## config.mk

```make
export PLATFORM = sky130hd
export DESIGN_NAME = display_blank_stage
export DESIGN_NICKNAME = d
export VERILOG_FILES = /design/src/rtl/dbs_pkg.sv /design/src/rtl/dbs_ctrl_reg.sv /design/src/rtl/dbs_pixel_path.sv /design/src/rtl/display_blank_stage.sv
export SDC_FILE = /design/constraint.sdc
export NUM_CORES = 1
export LEC_CHECK = 0
export ABC_AREA = 1
export BUFFER_PORTS_ARGS = -buffer_cell sky130_fd_sc_hd__buf_2
export CORE_ASPECT_RATIO = 0.8
export CORE_MARGIN = 4
export CORE_UTILIZATION = 50
export CTS_CLUSTER_SIZE = 16
export DETAILED_ROUTE_END_ITERATION = 12
export PLACE_DENSITY = 0.73
export SLEW_MARGIN = 5
export SYNTH_ARGS = -nofsm -noshare
export SYNTH_HDL_FRONTEND = slang
export SYNTH_HIERARCHICAL = 1
export SYNTH_SLANG_ARGS = --single-unit
export TNS_END_PERCENT = 1
```

## constraint.sdc

```tcl
create_clock -name clk -period 11 [get_ports clk]
set_input_delay 2.2 -clock clk [delete_from_list [all_inputs] [get_ports clk]]
set_output_delay 2.2 -clock clk [all_outputs]
set_load 0.1 [all_outputs]
```

## src/rtl/dbs_pkg.sv

```systemverilog
package dbs_pkg;
    localparam int CHAN_W  = 5;
    localparam int BRT_W   = 4;
    localparam int LINE_W  = 9;
    localparam int PIX_W   = 3 * CHAN_W;

    typedef struct packed {
        logic [CHAN_W-1:0] c2;
        logic [CHAN_W-1:0] c1;
        logic [CHAN_W-1:0] c0;
    } pixel_t;

    typedef struct packed {
        logic             blank;
        logic [BRT_W-1:0] level;
    } ctrl_t;

    localparam ctrl_t CTRL_RESET = '{blank: 1'b1, level: '0};

    function automatic logic [CHAN_W-1:0] scale_chan(
        input logic [CHAN_W-1:0] c,
        input logic [BRT_W-1:0]  n
    );
        logic [CHAN_W+BRT_W:0] prod;
        prod = {{(BRT_W+1){1'b0}}, c} * ({{(CHAN_W+1){1'b0}}, n} + 1'b1);
        if (n == '0) return '0;
        return prod[CHAN_W+BRT_W-1:BRT_W];
    endfunction
endpackage

```

## src/rtl/dbs_ctrl_reg.sv

```systemverilog
module dbs_ctrl_reg
    import dbs_pkg::*;
#(
    parameter int VBL_NORMAL   = 225,
    parameter int VBL_OVERSCAN = 240
) (
    input  logic              clk,
    input  logic              rst,
    input  logic              wr_en,
    input  logic [7:0]        wr_data,
    input  logic [LINE_W-1:0] line_num,
    input  logic              overscan,
    output ctrl_t             ctrl,
    output logic              mem_ok,
    output logic              oam_rst_pulse
);
    localparam logic [LINE_W-1:0] FIRST_N = LINE_W'(VBL_NORMAL);
    localparam logic [LINE_W-1:0] FIRST_O = LINE_W'(VBL_OVERSCAN);

    logic [LINE_W-1:0] first_vbl;
    logic              on_first;

    always_comb begin
        first_vbl = overscan ? FIRST_O : FIRST_N;
        on_first  = (line_num == first_vbl);
        mem_ok    = ctrl.blank || (line_num >= first_vbl);
    end

    always_ff @(posedge clk) begin
        if (rst) begin
            ctrl          <= CTRL_RESET;
            oam_rst_pulse <= 1'b0;
        end else begin
            oam_rst_pulse <= wr_en && ctrl.blank && on_first;
            if (wr_en) begin
                ctrl.blank <= wr_data[7];
                ctrl.level <= wr_data[BRT_W-1:0];
            end
        end
    end

    AST_BLANK_OPENS_MEM: assert property (@(posedge clk) disable iff (rst)
        (wr_en && wr_data[7]) |=> mem_ok);
    AST_PULSE_AFTER_WRITE: assert property (@(posedge clk) disable iff (rst)
        $rose(oam_rst_pulse) |-> $past(wr_en));
endmodule

```

## src/rtl/dbs_pixel_path.sv

```systemverilog
module dbs_pixel_path
    import dbs_pkg::*;
(
    input  logic   clk,
    input  logic   rst,
    input  ctrl_t  ctrl,
    input  pixel_t pix_in,
    input  logic   hsync_in,
    input  logic   vsync_in,
    output pixel_t pix_out,
    output logic   hsync_out,
    output logic   vsync_out
);
    pixel_t scaled;

    always_comb begin
        scaled.c0 = scale_chan(pix_in.c0, ctrl.level);
        scaled.c1 = scale_chan(pix_in.c1, ctrl.level);
        scaled.c2 = scale_chan(pix_in.c2, ctrl.level);
    end

    always_ff @(posedge clk) begin
        if (rst) pix_out <= '0;
        else     pix_out <= ctrl.blank ? pixel_t'('0) : scaled;
    end

    always_ff @(posedge clk) begin
        hsync_out <= hsync_in;
        vsync_out <= vsync_in;
    end

    AST_SYNC_H_DELAY: assert property (@(posedge clk) disable iff (rst)
        hsync_out == $past(hsync_in));
    AST_SYNC_V_DELAY: assert property (@(posedge clk) disable iff (rst)
        vsync_out == $past(vsync_in));
    AST_BLANK_BLACK: assert property (@(posedge clk) disable iff (rst)
        $past(ctrl.blank) |-> (pix_out == '0));
endmodule

```

## src/rtl/display_blank_stage.sv

```systemverilog
module display_blank_stage
    import dbs_pkg::*;
#(
    parameter int VBL_NORMAL   = 225,
    parameter int VBL_OVERSCAN = 240
) (
    input  logic              clk,
    input  logic              rst,
    input  logic              wr_en,
    input  logic [7:0]        wr_data,
    input  logic [LINE_W-1:0] line_num,
    input  logic              overscan,
    input  logic [PIX_W-1:0]  pix_in,
    input  logic              hsync_in,
    input  logic              vsync_in,
    output logic [PIX_W-1:0]  pix_out,
    output logic              hsync_out,
    output logic              vsync_out,
    output logic              mem_ok,
    output logic              oam_rst_pulse
);
    ctrl_t  ctrl;
    pixel_t pix_q;

    dbs_ctrl_reg #(
        .VBL_NORMAL  (VBL_NORMAL),
        .VBL_OVERSCAN(VBL_OVERSCAN)
    ) u_ctrl (
        .clk          (clk),
        .rst          (rst),
        .wr_en        (wr_en),
        .wr_data      (wr_data),
        .line_num     (line_num),
        .overscan     (overscan),
        .ctrl         (ctrl),
        .mem_ok       (mem_ok),
        .oam_rst_pulse(oam_rst_pulse)
    );

    dbs_pixel_path u_path (
        .clk      (clk),
        .rst      (rst),
        .ctrl     (ctrl),
        .pix_in   (pixel_t'(pix_in)),
        .hsync_in (hsync_in),
        .vsync_in (vsync_in),
        .pix_out  (pix_q),
        .hsync_out(hsync_out),
        .vsync_out(vsync_out)
    );

    assign pix_out = pix_q;

    AST_ZERO_LEVEL_BLACK: assert property (@(posedge clk) disable iff (rst)
        ($past(wr_en, 2) && !$past(wr_data[7], 2) && ($past(wr_data[3:0], 2) == 4'd0)
         && !$past(wr_en)) |-> (pix_out == '0));
endmodule

```

Word-level counts from Yosys, hierarchy flattened
Index checks and enable logic that the tools add are counted. Widths: inputs -> output; s select.

Register bits after elaboration: 23. Input port bits: 38. Output and inout port bits: 19. Word-level logic and storage cells: 25.

Add/subtract/negate cells: 1. $mul: 3. Order comparisons: 1. Equal/unequal tests: 1. Multiplexer cells: 6. Reductions and logical operators: 5.

Operators with widths (count): $mux 5 (5); $mul 5x10->9 (2); $eq 9x9->1 (1); $ge 9x9->1 (1); $mul 5x5->9 (1); $add 4x1->5 const B (1); $logic_not 4->1 (1); $logic_and 1x1->1 (2); $reduce_or 2->1 (1); $logic_or 1x1->1 (1); $mux 1 (1).

Logic depth before layout (Yosys ltp)
Gate-level depths: netlist (run 1).

Word-level depth: 3. Gate-level depth with buffers: 21. Depth with buffers taken out: 19.

By module
Netlist (run 1), hierarchy kept.

By module, submodules not included: dbs_pixel_path (instances 1, cells each 425, area an instance 2795.2 µm², seq. area each 340.3 µm²); dbs_ctrl_reg (instances 1, cells each 51, area an instance 334.1 µm², seq. area each 120.1 µm²).

Least setup slack after synthesis (run 1)
OpenSTA, ideal clock, no wires.

Kind: input port to output port. Start point: input port overscan. End point: output port mem_ok. Data arrival time: 3.445 ns. Slack: 5.355 ns. Stages on the path: 8. Path buffers: 0. Cell sequence: inv_1 ha_1 nand2_1 inv_1 nand3_2 nor2_2 nor2_1 nand2_1.

Longest elaborated chain between the ends: 3.

RTL lines: start: declaration (RTL line display_blank_stage.sv:12) `input logic overscan,`; $mux 5 (RTL line dbs_ctrl_reg.sv:24) `first_vbl = overscan ? FIRST_O : FIRST_N;`; $ge 9x9->1 (RTL line dbs_ctrl_reg.sv:26) `mem_ok = ctrl.blank || (line_num >= first_vbl);`; $logic_or 1x1->1 (RTL line dbs_ctrl_reg.sv:26); end: declaration (RTL line display_blank_stage.sv:19) `output logic mem_ok,`.

No other way between the ends.

Worst setup path in the final report (run 1)
Ends and elaborated chain as after synthesis.

==> results of run 1 <==
placed cells by master (no fill, tap or decap), drive strengths merged:
cell type / n
nand2: 127
ha: 49
a21oi: 14
clkinv: 1
xor2: 2
inv: 100
clkbuf: 3
dfxtp: 23
fa: 21
o21ai: 9
buf: 53
nand3: 29
o21bai: 2
o21a: 1
a21o: 2
nor3: 4
nor2: 86
or2: 1
a211oi: 1
power groups by stage:
| stage | Sequential [mW] | Clock [mW] | Combinational, mW |
|---|---|---|---|
| global route | 0.0907 | 0.0636 | 0.180 |
| global placement | 0.0918 | 0 | 0.151 |
| detailed placement | 0.0920 | 0 | 0.155 |
| CTS | 0.0901 | 0.0597 | 0.157 |
| floorplan | 0.108 | 0 | 0.105 |
| finish | 0.0901 | 0.0559 | 0.156 |
registers in the layout, summed over array words and instances, names as in the netlist:
| register | flops |
|---|---|
| u_ctrl/ctrl | 5 |
| u_ctrl/oam_rst_pulse | 1 |
| u_path/hsync_out | 1 |
| u_path/pix_out | 15 |
| u_path/vsync_out | 1 |
metrics by stage:
| stage | worst slack (ns) | hold slack, ns | power [mW] |
|---|---|---|---|
| floorplan | 5.35 | 0.501 | 0.213 |
| global route | 5.26 | 0.616 | 0.334 |
| CTS | 5.37 | 0.566 | 0.307 |
| detailed placement | 5.38 | 0.549 | 0.247 |
| finish | 5.37 | 0.564 | 0.302 |
| global placement | 5.42 | 0.525 | 0.242 |
Yosys cell counts:
library cell | n | area [µm²]
nor2_2 | 12 | 75.1
o21bai_1 | 2 | 15.0
or2_0 | 1 | 6.26
o21ai_0 | 9 | 45.0
inv_1 | 97 | 364
nand2_1 | 127 | 477
nor3_2 | 1 | 10.0
a21oi_1 | 14 | 70.1
nor3_1 | 3 | 15.0
ha_1 | 49 | 613
buf_2 | 1 | 5.00
buf_6 | 3 | 33.8
nand3_2 | 2 | 20.0
a211oi_4 | 1 | 20.0
nor2_1 | 74 | 278
a21o_1 | 2 | 15.0
buf_4 | 1 | 7.51
xor2_1 | 1 | 8.76
nand3_1 | 27 | 135
o21a_1 | 1 | 7.51
inv_2 | 3 | 11.3
fa_1 | 21 | 420
dfxtp_1 | 23 | 460
xor2_2 | 1 | 16.3
how the worst max path moves through the flow:
stage | from | end | depth (start not counted)
floorplan | overscan | mem_ok | 8
detailed placement | overscan | mem_ok | 10
CTS | overscan | mem_ok | 10
finish | overscan | mem_ok | 10
global placement | overscan | mem_ok | 10
global route | overscan | mem_ok | 10
metal layers:
metal  global-route usage [%]  vias up
met3                     3.13       12
met4                     4.06        0
met1                     24.9     1323
li1                         -     1547
met2                     34.4       76
met5                        0        -
layout make-up:
type                    count  area, µm²  area share [%]
inverters                 100        375            10.7
clock buffers               3       41.3            1.18
multi-input cells         348       2250            64.3
repair buffers             53        265            7.59
well taps                  81        101            2.90
clock inverters             1       5.00           0.143
flip-flops and latches     23        460            13.2
worst max-delay path, stage by stage:
cell,delay [ns]
buf_2,0.08
inv_1,0.05
ha_1,0.30
nand2_1,0.06
inv_1,0.06
nand3_2,0.09
nor2_2,0.08
nor2_1,0.04
nand2_1,0.04
buf_2,0.41
kinds of logic (layout without fill, tap and decap cells):
family / count (synthesis) / in the layout / synth area share (%)
AND/OR/NAND/NOR: 247 / 247 / 32.5
buffers and inverters: 105 / 157 / 13.5
adder cells (fa/ha/maj): 70 / 70 / 33.0
AO/OA/AOI/OAI: 29 / 29 / 5.52
flip-flops: 23 / 23 / 14.7
XOR/XNOR: 2 / 2 / 0.800
==> impl_metrics.py, run 1 <==
metrics = {
    "power_and_ir_drop": {
        "switchingPower_uw": 137,
        "p_sw_share_pct": 45.3,
        "p_per_area_nw_per_um2": 86.3,
        "clkPwrFrac_pct": 18.5,
        "sequentialPowerShare_pct": 29.9,
        "internal_power_uw": 165,
        "peakVddDrop_uv": 63.6,
        "leakage_nw": 2.10,
        "p_comb_share_pct": 51.6,
    },
    "global_route": {
        "first_global_vias": 2897,
        "grtUsageTotal_pct": 19.5,
        "globalRouteOverflowTotal": 0,
        "grt_antenna_before_repair": 0,
        "grt_max_degree": 18,
        "grt_pass1_wl_um": 12000,
    },
    "detailed_routing": {
        "drtIter0Drc": 131,
        "routed-wl-met2_um": 3220,
        "highest_layer": "met4",
        "avgRoutedWirePerCell_um": 11.2,
        "vias": 2958,
        "drcViolationCount": 0,
        "vias_per_cell": 4.86,
        "met3_length_um": 327,
        "wirelength_um": 6830,
        "ant_nets": 0,
        "met1_length_um": 3200,
        "dr.pass1.iters": 6,
    },
    "critical_path": {
        "worstReg2RegEnd": "u_path/pix_out[3]",
        "arrival_ns": 3.43,
        "setup.worst_path.start_class": "input port",
        "cp.required_ns": 8.80,
        "r2r_slack_ns": 6.67,
        "reg2regPathDepth": 13,
        "r2r-start": "u_ctrl/ctrl[0]",
        "path_max_fanout": 2,
        "end_kind": "primary output",
        "worstSetupPathType": "in2out",
    },
    "timing": {
        "worst_pin_slew_ns": 0.756,
        "slew_headroom_pct": 49.5,
        "finalCriticalPeriod_ns": 5.63,
        "hold_viol": 0,
        "rsz0062_at_grt": "false",
        "drv_slew": 0,
        "period_share_pct": 51.2,
        "fmax_ghz": 0.178,
        "setup_viol": 0,
        "fin_setup_tns_ns": 0,
        "fin_skew_ns": 0.00340,
    },
    "logic_synthesis": {
        "synth.cell_area_um2": 3130,
        "yosysWarnings": 6,
        "syn_avg_cell_area_um2": 6.57,
        "yosys.cell_types.count": 24,
        "synth-seq-cells": 23,
        "postSynthCellCount": 476,
        "synthesis.nets": 584,
        "seq_area_frac_synth_pct": 14.7,
    },
    "cts": {
        "cts_made_buffers": 3,
        "clkTransAtPathRegs_ns": 0.09,
        "cts-htree-levels": 1,
        "cts_setup_buffers": 0,
        "cts-root-buf": "clkbuf_8",
        "cts_buffer_depth": 2,
        "holdBufCountCts": 0,
        "cts_resized": 0,
        "clock_latency_ns": 0.27,
        "cts_tree": "yes",
        "clock_sink_count": 23,
    },
    "final_layout": {
        "fin_area_um2": 3500,
        "fillers": 583,
        "area_delta_synth_final_pct": 11.7,
        "layout-drive-gt1-share_pct": 14.6,
        "final_cell_count_no_fill": 609,
        "final_util_pct": 58.5,
        "nNetsFinal": 637,
        "n_antenna_cell": 0,
    },
    "outcome": {
        "outcome": "finished clean",
    },
    "place": {
        "placed_cell_area_um2": 3450,
        "dp.cells": 605,
        "place_congestion": 0.823,
        "port_buffers": 53,
        "hpwl_um": 5630,
    },
    "hold_path": {
        "holdPathStages": 2,
        "whs_endpoint": "u_ctrl/ctrl[4]",
        "min_path_type": "reg2reg",
        "hold_start": "u_ctrl/ctrl[4]",
    },
    "floorplan": {
        "fp.dieW_um": 96.5,
        "fp-row-count": 25,
        "io_pins": 57,
        "initial_utilization_pct": 52.4,
        "core-area_um2": 5970,
        "die_h_um": 78.8,
        "die-area_um2": 7600,
    },
    "job": {
        "cap_violations": 0,
    },
}
Power figures use the tool's default switching activity.
==> run 2: changes to the inputs <==
Settings changed: PLACE_DENSITY 0.73 to 0.76.
Clock period 11 ns to 5.1 ns, I/O delays scaled along.
==> impl_metrics.py, run 2 (synthesis results as in run 1) <==
metrics = {
    "final_layout": {
        "area_delta_synth_final_pct": 12.0,
        "layout-drive-gt1-share_pct": 14.7,
        "final_cell_mix": "nand2_1 (127), inv_1 (97), nor2_1 (74)",
        "final_cell_count_no_fill": 610,
        "reg_top3": "u_path/pix_out: 15 flops, u_ctrl/ctrl: 5 flops",
        "fin_area_um2": 3500,
        "n_antenna_cell": 0,
        "nNetsFinal": 638,
        "fillers": 558,
        "top_register": "u_path/pix_out",
        "final_common_cell": "nand2_1",
        "largest_reg_flops": 15,
    },
    "global_route": {
        "grt_pass1_wl_um": 11200,
        "first_global_vias": 2611,
        "globalRouteOverflowTotal": 0,
        "grt_max_degree": 18,
        "grtUsageTotal_pct": 18.1,
        "grt_antenna_before_repair": 0,
    },
    "critical_path": {
        "r2r_slack_ns": 1.07,
        "arrival_ns": 4.20,
        "worstSetupPathType": "reg2reg",
        "setup.worst_path.start_class": "flop",
        "worstReg2RegEnd": "u_path/pix_out[13]",
        "slowest_stage": "fa_1",
        "max_stage_delay_ns": 0.55,
        "path_max_fanout": 17,
        "cp.required_ns": 5.28,
        "crit_cells": 15,
        "crit_start": "u_ctrl/ctrl[0]",
        "reg2regPathDepth": 15,
        "cpLargestDelayFamily": "adder cells",
        "cp_cell_sequence": "buf_4, ha_1, nand3_2, inv_2, nand2_1, fa_1, inv_1, fa_1, fa_1, ha_1, nand2_1, nor2_1, nand3_1, a21oi_1, nor2_1",
        "crit_buf_inv": 3,
        "r2r-start": "u_ctrl/ctrl[0]",
        "worst_path_most_repeated_cell": "fa_1",
        "crit_end": "u_path/pix_out[13]",
        "end_kind": "flop",
    },
    "cts": {
        "cts-root-buf": "clkbuf_8",
        "clock_latency_ns": 0.27,
        "cts-htree-levels": 1,
        "cts_tree": "yes",
        "cts_made_buffers": 3,
        "cts_resized": 0,
        "holdBufCountCts": 0,
        "clock_sink_count": 23,
        "clkTransAtPathRegs_ns": 0.09,
        "cts_setup_buffers": 0,
        "cts_buffer_depth": 2,
    },
    "detailed_routing": {
        "dr.pass1.iters": 4,
        "drtIter0Drc": 111,
        "vias": 2856,
        "avgRoutedWirePerCell_um": 10.7,
        "drcViolationCount": 0,
        "vias_per_cell": 4.68,
        "ant_nets": 0,
        "wirelength_um": 6550,
    },
    "floorplan": {
        "die_h_um": 78.8,
        "core-area_um2": 5970,
        "die-area_um2": 7600,
        "initial_utilization_pct": 52.4,
        "fp.dieW_um": 96.5,
        "fp-row-count": 25,
        "io_pins": 57,
    },
    "power_and_ir_drop": {
        "peakVddDrop_uv": 98.8,
        "leakage_nw": 2.10,
        "clkPwrFrac_pct": 18.7,
        "internal_power_uw": 356,
        "switchingPower_uw": 293,
        "p_sw_share_pct": 45.1,
        "p_per_area_nw_per_um2": 185,
        "sequentialPowerShare_pct": 29.5,
        "p_comb_share_pct": 51.8,
    },
    "job": {
        "cap_violations": 0,
    },
    "place": {
        "port_buffers": 53,
        "place_congestion": 0.809,
        "placed_cell_area_um2": 3460,
        "hpwl_um": 5540,
        "dp.cells": 606,
    },
    "timing": {
        "finalCriticalPeriod_ns": 4.03,
        "period_share_pct": 79.0,
        "slew_headroom_pct": 51.6,
        "fin_setup_tns_ns": 0,
        "rsz0062_at_grt": "false",
        "fmax_ghz": 0.248,
        "setup_viol": 0,
        "hold_viol": 0,
        "fin_skew_ns": 0.00602,
        "drv_slew": 0,
        "worst_pin_slew_ns": 0.723,
        "fin_hold_ws_ns": 0.558,
    },
    "outcome": {
        "outcome": "finished clean",
    },
    "hold_path": {
        "min_path_type": "reg2reg",
    },
}
run 2: cell types whose count changed in the layout (fill, tap and decap cells not counted), sizes merged:
cell | before | now
buf | 53 | 54
run 2: worst min-delay path: stages, from the launching register on:
cell	delay, ns
dfxtp_1	0.37
nand2_1	0.08
nand3_1	0.06
run 2: layout make-up:
type	instances	area (µm²)	area share (%)
clock buffer	3	41.3	1.18
clock inverter	1	5.00	0.143
inverter	100	375	10.7
multi-input combinational	348	2250	64.1
sequential	23	460	13.1
tap	81	101	2.89
timing repair buffer	54	273	7.79
run 2: worst min path at each step:
stage | startpoint | to | depth (start not counted)
finish | u_ctrl/ctrl[4] | u_ctrl/ctrl[4] | 2
global route | u_ctrl/ctrl[4] | u_ctrl/ctrl[4] | 2
CTS | u_ctrl/ctrl[4] | u_ctrl/ctrl[4] | 2
detailed placement | u_ctrl/ctrl[4] | u_ctrl/ctrl[4] | 2
global placement | u_ctrl/ctrl[4] | u_ctrl/ctrl[4] | 2
floorplan | u_ctrl/ctrl[4] | u_ctrl/ctrl[4] | 2
run 2: power groups by stage:
stage          Clock (mW)  Sequential (mW)  Combinational (mW)
2_1_floorplan           0            0.232               0.227
3_3_place_gp            0            0.195               0.327
3_5_place_dp            0            0.196               0.336
4_1_cts             0.128            0.191               0.338
5_1_grt             0.132            0.192               0.390
6_report            0.122            0.191               0.336
run 2: routing by layer:
| layer | GRT usage (%) | routed length [µm] | vias to the layer above |
|---|---|---|---|
| met5 | 0 | 0 | - |
| met4 | 2.66 | 49 | 0 |
| met3 | 2.75 | 329 | 4 |
| met2 | 31.7 | 3140 | 56 |
| met1 | 23.9 | 3030 | 1242 |
| li1 | - | - | 1554 |
run 2: through the flow:
step	worst slack, ns	power [mW]	util (%)
2_1_floorplan	1.42	0.460	-
4_1_cts	1.05	0.657	58.6
6_report	1.07	0.649	58.6
5_1_grt	0.780	0.714	58.6
3_5_place_dp	1.07	0.531	57.9
3_3_place_gp	1.18	0.523	57.9
